$ cat src/rtl/scl_gen_pkg.sv
package scl_gen_pkg;
  localparam int CTL_W        = 16;
  localparam int DIVA_LSB     = 14;
  localparam int DIVA_W       = 2;
  localparam int DIVB_LSB     = 8;
  localparam int DIVB_W       = 6;
  localparam int HALF_UNITS   = 11;
  localparam int PERIOD_UNITS = 2 * HALF_UNITS;
  localparam int PH_W         = $clog2(PERIOD_UNITS);
  localparam int QTR_OFS      = HALF_UNITS / 2;
endpackage

$ cat src/rtl/scl_div_stage.sv
module scl_div_stage #(
  parameter int W = 4
) (
  input  logic         clk_i,
  input  logic         rst_ni,
  input  logic         run_i,
  input  logic         adv_i,
  input  logic [W-1:0] limit_i,
  output logic         wrap_o
);
  logic [W-1:0] cnt_q, cnt_d;
  logic         at_limit;

  assign at_limit = (cnt_q == limit_i);
  assign wrap_o   = run_i && adv_i && at_limit;

  always_comb begin
    cnt_d = cnt_q;
    if (!run_i) begin
      cnt_d = '0;
    end else if (adv_i) begin
      cnt_d = at_limit ? '0 : cnt_q + 1'b1;
    end
  end

  always_ff @(posedge clk_i or negedge rst_ni) begin
    if (!rst_ni) cnt_q <= '0;
    else         cnt_q <= cnt_d;
  end


  cnt_in_range_chk: assert property (@(posedge clk_i) disable iff (!rst_ni)
    cnt_q <= limit_i);


  idle_zero_chk: assert property (@(posedge clk_i) disable iff (!rst_ni)
    !run_i |=> (cnt_q == '0));
endmodule

$ cat src/rtl/scl_phase_gen.sv
module scl_phase_gen
  import scl_gen_pkg::*;
(
  input  logic clk_i,
  input  logic rst_ni,
  input  logic run_i,
  input  logic unit_tick_i,
  output logic period_end_o,
  output logic scl_o,
  output logic qstb_o
);
  localparam logic [PH_W-1:0] PH_LAST = PH_W'(PERIOD_UNITS - 1);
  localparam logic [PH_W-1:0] PH_HALF = PH_W'(HALF_UNITS);
  localparam logic [PH_W-1:0] PH_Q1   = PH_W'(QTR_OFS);
  localparam logic [PH_W-1:0] PH_Q3   = PH_W'(HALF_UNITS + QTR_OFS);

  logic [PH_W-1:0] ph_q, ph_d;
  logic            scl_q, scl_d;
  logic            stb_q, stb_d;

  assign period_end_o = run_i && unit_tick_i && (ph_q == PH_LAST);

  always_comb begin
    ph_d  = ph_q;
    scl_d = scl_q;
    stb_d = 1'b0;
    if (!run_i) begin
      ph_d  = '0;
      scl_d = 1'b1;
    end else if (unit_tick_i) begin
      ph_d  = (ph_q == PH_LAST) ? '0 : ph_q + 1'b1;
      scl_d = (ph_d < PH_HALF);
      stb_d = (ph_d == '0) || (ph_d == PH_Q1) || (ph_d == PH_HALF) || (ph_d == PH_Q3);
    end
  end

  always_ff @(posedge clk_i or negedge rst_ni) begin
    if (!rst_ni) begin
      ph_q  <= '0;
      scl_q <= 1'b1;
      stb_q <= 1'b0;
    end else begin
      ph_q  <= ph_d;
      scl_q <= scl_d;
      stb_q <= stb_d;
    end
  end

  assign scl_o  = scl_q;
  assign qstb_o = stb_q;


  idle_scl_high_chk: assert property (@(posedge clk_i) disable iff (!rst_ni)
    !run_i |=> (scl_o && !qstb_o));


  stb_single_chk: assert property (@(posedge clk_i) disable iff (!rst_ni)
    qstb_o |=> !qstb_o);


  stb_on_rise_chk: assert property (@(posedge clk_i) disable iff (!rst_ni)
    $rose(scl_o) |-> qstb_o);


  stb_on_fall_chk: assert property (@(posedge clk_i) disable iff (!rst_ni)
    $fell(scl_o) |-> qstb_o);
endmodule

$ cat src/rtl/scl_rate_gen.sv
module scl_rate_gen
  import scl_gen_pkg::*;
(
  input  logic             clk_i,
  input  logic             rst_ni,
  input  logic             enable_i,
  input  logic [CTL_W-1:0] ctl_word_i,
  output logic             quarter_stb_o,
  output logic             scl_ref_o
);
  logic [1:0]        rst_pipe_q;
  logic              rst_n_s;
  logic [DIVA_W-1:0] diva_q, diva_d;
  logic [DIVB_W-1:0] divb_q, divb_d;
  logic              cap_en;
  logic              wrap_a, unit_tick, period_end;

  // reset: asserted asynchronously, released on a clock edge
  always_ff @(posedge clk_i or negedge rst_ni) begin
    if (!rst_ni) rst_pipe_q <= 2'b00;
    else         rst_pipe_q <= {rst_pipe_q[0], 1'b1};
  end
  assign rst_n_s = rst_pipe_q[1];

  // divisor capture: while idle, or where a new SCL period starts
  assign cap_en = !enable_i || period_end;

  always_comb begin
    diva_d = diva_q;
    divb_d = divb_q;
    if (cap_en) begin
      diva_d = ctl_word_i[DIVA_LSB +: DIVA_W];
      divb_d = ctl_word_i[DIVB_LSB +: DIVB_W];
    end
  end

  always_ff @(posedge clk_i or negedge rst_n_s) begin
    if (!rst_n_s) begin
      diva_q <= '0;
      divb_q <= '0;
    end else begin
      diva_q <= diva_d;
      divb_q <= divb_d;
    end
  end

  scl_div_stage #(.W(DIVA_W)) u_stage_a (
    .clk_i   (clk_i),
    .rst_ni  (rst_n_s),
    .run_i   (enable_i),
    .adv_i   (1'b1),
    .limit_i (diva_q),
    .wrap_o  (wrap_a)
  );

  scl_div_stage #(.W(DIVB_W)) u_stage_b (
    .clk_i   (clk_i),
    .rst_ni  (rst_n_s),
    .run_i   (enable_i),
    .adv_i   (wrap_a),
    .limit_i (divb_q),
    .wrap_o  (unit_tick)
  );

  scl_phase_gen u_phase (
    .clk_i        (clk_i),
    .rst_ni       (rst_n_s),
    .run_i        (enable_i),
    .unit_tick_i  (unit_tick),
    .period_end_o (period_end),
    .scl_o        (scl_ref_o),
    .qstb_o       (quarter_stb_o)
  );


  div_hold_chk: assert property (@(posedge clk_i) disable iff (!rst_n_s)
    (enable_i && !period_end) |=> ($stable(diva_q) && $stable(divb_q)));


  rise_at_boundary_chk: assert property (@(posedge clk_i) disable iff (!rst_n_s)
    period_end |=> (scl_ref_o && quarter_stb_o));
endmodule

$ cat config.mk
export PLATFORM = sky130hd
export DESIGN_NAME = scl_rate_gen
export DESIGN_NICKNAME = d
export VERILOG_FILES = /design/src/rtl/scl_gen_pkg.sv /design/src/rtl/scl_div_stage.sv /design/src/rtl/scl_phase_gen.sv /design/src/rtl/scl_rate_gen.sv
export SDC_FILE = /design/constraint.sdc
export NUM_CORES = 1
export LEC_CHECK = 0
export ABC_AREA = 1
export CORE_UTILIZATION = 50
export CTS_CLUSTER_DIAMETER = 120
export DETAILED_ROUTE_END_ITERATION = 12
export DONT_BUFFER_PORTS = 1
export GPL_TIMING_DRIVEN = 0
export HOLD_SLACK_MARGIN = 0.12
export PLACE_DENSITY = 0.7
export SYNTH_ARGS = -nofsm -noshare
export SYNTH_HDL_FRONTEND = slang
export SYNTH_SLANG_ARGS = --single-unit
$ cat constraint.sdc
create_clock -name clk_i -period 1.1 [get_ports clk_i]
set_input_delay 0.165 -clock clk_i [delete_from_list [all_inputs] [get_ports clk_i]]
set_output_delay 0.165 -clock clk_i [all_outputs]
set_load 0.005 [all_outputs]
==> impl_metrics.ini <==
[status]
outcome = complete, but fails checks
violations = hold timing, setup timing

[finish]
fin_util_pct = 73.4
fin_cells = 234
area_delta_synth_final_pct = 34.3
drive_above_1_share_pct = 32.8
nets = 229
final_cell_area_um2 = 1870
num_antenna_cells = 0

[worst_setup_path]
cp-end-kind = flop
start_kind = flop
crit_path_frequent_cell = nand3_1
cpPeakStageDelay_ns = 0.45
timing.rr.start = u_phase.ph_q[1]
cp_max_fo = 4
crit_type = flop to flop
cp_top_family = flip-flops
crit_arrival_ns = 1.71
crit_required_ns = 1.33
cp.buffers_inverters = 3
slowest_stage = dfrtp_1
crit_start = u_phase.ph_q[1]
crit_chain = inv_2, buf_4, ha_1, inv_1, a21oi_2, nand3_1, nand3_1, nor2_1

[grt]
grt_pass1_vias = 1193
overflow = 0
grt_pass1_wl_um = 5040
antenna_found_initial = 0
track_usage_pct = 24.4
grt_max_degree = 24

[die]
core_um2 = 2540
die_y_um = 54.7
dieArea_um2 = 2990
start_util_pct = 54.6
die_x_um = 54.7
rows = 18
ioPinCount = 21

[timing]
maxSlewViolCount = 0
rsz0062_at_grt = true
final-setup-viol-count = 21
timing.final.ws_setup_ns = -0.373
fin_crit_ns = 1.47
max_freq_mhz = 679
finalClockSkew_ns = 0.00863
hold_violations = 2
post-route-period-util_pct = 134
tightest_slew_ns = 0.507
relSlewSlack_pct = 66.2
whs_ns = -0.0120
tns_ns = -5.83

[power_and_ir_drop]
p_int_w = 0.00145
p_clk_share_pct = 18.9
seqPwrFrac_pct = 50.1
pwr_density_cell_nw_per_um2 = 1160
p_sw_w = 0.000713
switching_share_pct = 33.0
cellLeakagePower_nw = 0.896
power.share.combinational_pct = 30.9
irDropWorstVdd_uv = 1070

[routing]
drtIter0Drc = 25
vias = 1261
wl_per_cell_um = 14.2
drt-pass1-iter-count = 5
vias_per_cell = 5.39
routed_wl_um = 3330
postRouteAntennaNets = 0
drc = 0

[logic_synthesis]
syn_avg_cell_area_um2 = 8.27
postSynthCellCount = 168
synthesis.nets = 192
synthFlopType = dfrtp_1
synth_area_um2 = 1390
synth_edf_count = 0
ys_seq_area_share_pct = 45.1
synth_seq_cells = 25
yosys_warnings = 0
async_flop_share_pct = 100
synth_cell_types = 25

[clock_network]
clk_latency_ns = 0.32
cts_tree = yes
path_clk_slew_ns = 0.14
cts_sinks = 25
h-tree-depth = 1
cts_root_buf = clkbuf_4
holdBufCountCts = 11
clockBufferDepth = 2
numCtsBuffers = 3

[placement]
dp_slack_ns = -0.338
dp_hpwl_um = 2010
place.gp.congestion = 0.784
port-buffer-count = 0
placed_area_um2 = 1480
placed_cells = 198

[hold_path]
hold_class = input port to flop
min_from = enable_i

[run]
maxCapViolCount = 0
[power groups by stage]
stage               clock, W  combinational (W)  sequential, W
floorplan                  0           0.000349        0.00108
global route        0.000465           0.000731        0.00110
CTS                 0.000427           0.000599        0.00108
detailed placement         0           0.000415        0.00111
global placement           0           0.000393        0.00110
finish              0.000409           0.000669        0.00108
[worst register-to-register path: stages (launching register included)]
cell and delay [ns]:
dfrtp_1 0.45, inv_2 0.09, buf_4 0.15, ha_1 0.29
inv_1 0.07, a21oi_2 0.13, nand3_1 0.08, nand3_1 0.08
nor2_1 0.04
[cell usage in the layout (no fill, tap or decap), drive strengths merged, types with 2 or more instances in the layout]
cell / n
xor2: 5
nand3: 30
nand4: 3
a21oi: 3
nor2: 8
xnor2: 3
buf: 21
ha: 5
nand2: 44
o21ai: 10
clkbuf: 5
dfrtp: 24
o22ai: 3
nor3: 2
dlygate4sd3: 11
inv: 24
[metrics by stage]
stage,hold WS [ns],total power (W)
6_report,-0.0120,0.00216
3_3_place_gp,-0.131,0.00150
5_1_grt,-0.0352,0.00229
3_5_place_dp,-0.131,0.00152
2_1_floorplan,-0.131,0.00143
4_1_cts,-0.0144,0.00211
[metal layers]
metal  global-route usage, %  up-vias  part of all wire, %
met4                    8.12        0                  2.0
met1                    27.3      599                   41
met2                    46.0       38                   52
li1                        -      616                    -
met5                       0        -                    0
met3                    3.61        8                  4.3
[cell usage after synthesis (2+ instances only)]
cell type	number	area (um2)
o22ai_1	3	18.8
a21oi_1	3	15.0
nand4_2	2	25.0
nor3_1	2	10.0
xnor2_1	3	26.3
dfrtp_1	24	601
nand3_1	29	145
inv_2	3	11.3
nor2_4	2	22.5
nand2_1	42	158
xor2_1	5	43.8
o21ai_2	2	17.5
inv_1	21	78.8
o21ai_0	8	40.0
nor2_1	5	18.8
ha_1	5	62.6
[flip-flops by register name, summed over array words and instances (netlist names)]
| register | count |
|---|---|
| divb_q | 6 |
| u_stage_b.cnt_q | 6 |
| u_phase.ph_q | 5 |
| diva_q | 2 |
| rst_pipe_q | 2 |
| u_stage_a.cnt_q | 2 |
| u_phase.qstb_o | 1 |
| u_phase.scl_o | 1 |
[worst paths after layout]
check | endpoint | slack (ns) | cells past startpoint
max | u_phase.qstb_o | -0.37 | 8
min | u_stage_a.cnt_q[1] | -0.01 | 2
max reg2reg | u_phase.qstb_o | -0.37 | 8
min reg2reg | u_stage_b.cnt_q[5] | 0.25 | 0
max in group asynchronous | rst_pipe_q[1] | 0.38 | 2
min in group asynchronous | u_stage_b.cnt_q[5] | 0.25 | 0
[repair_timing]
action / CTS / global route
resized for setup: 16 / 7
buffers inserted: 15 / 5
endpoints found under the setup margin: 24 / 23
hold endpoints to repair: 22 / 9
cloned: 0 / 1
pin swaps: 7 / 5
[final cells by class]
| class | instances | area (um2) |
|---|---|---|
| multi-input cells | 117 | 762 |
| fillers | 185 | 678 |
| flip-flops and latches | 25 | 629 |
| repair buffers | 32 | 297 |
| inverters | 24 | 95.1 |
| well taps | 30 | 37.5 |
| clock buffers | 3 | 22.5 |
| plain buffers | 2 | 18.8 |
| clock inverters | 1 | 5.00 |
[cells by family (layout without fill, tap and decap cells)]
family                   after synthesis  count (layout)  synth area share (%)
adder cells (fa/ha/maj)                5               5                  4.50
flip-flops                            25              25                  45.1
AO/OA/AOI/OAI                         16              16                  6.57
XOR/XNOR                               8               8                  5.04
other                                  1               1                 0.270
AND/OR/NAND/NOR                       87              87                  30.7
buffers and inverters                 26              62                  7.83
(Power assumes the default switching activity.)
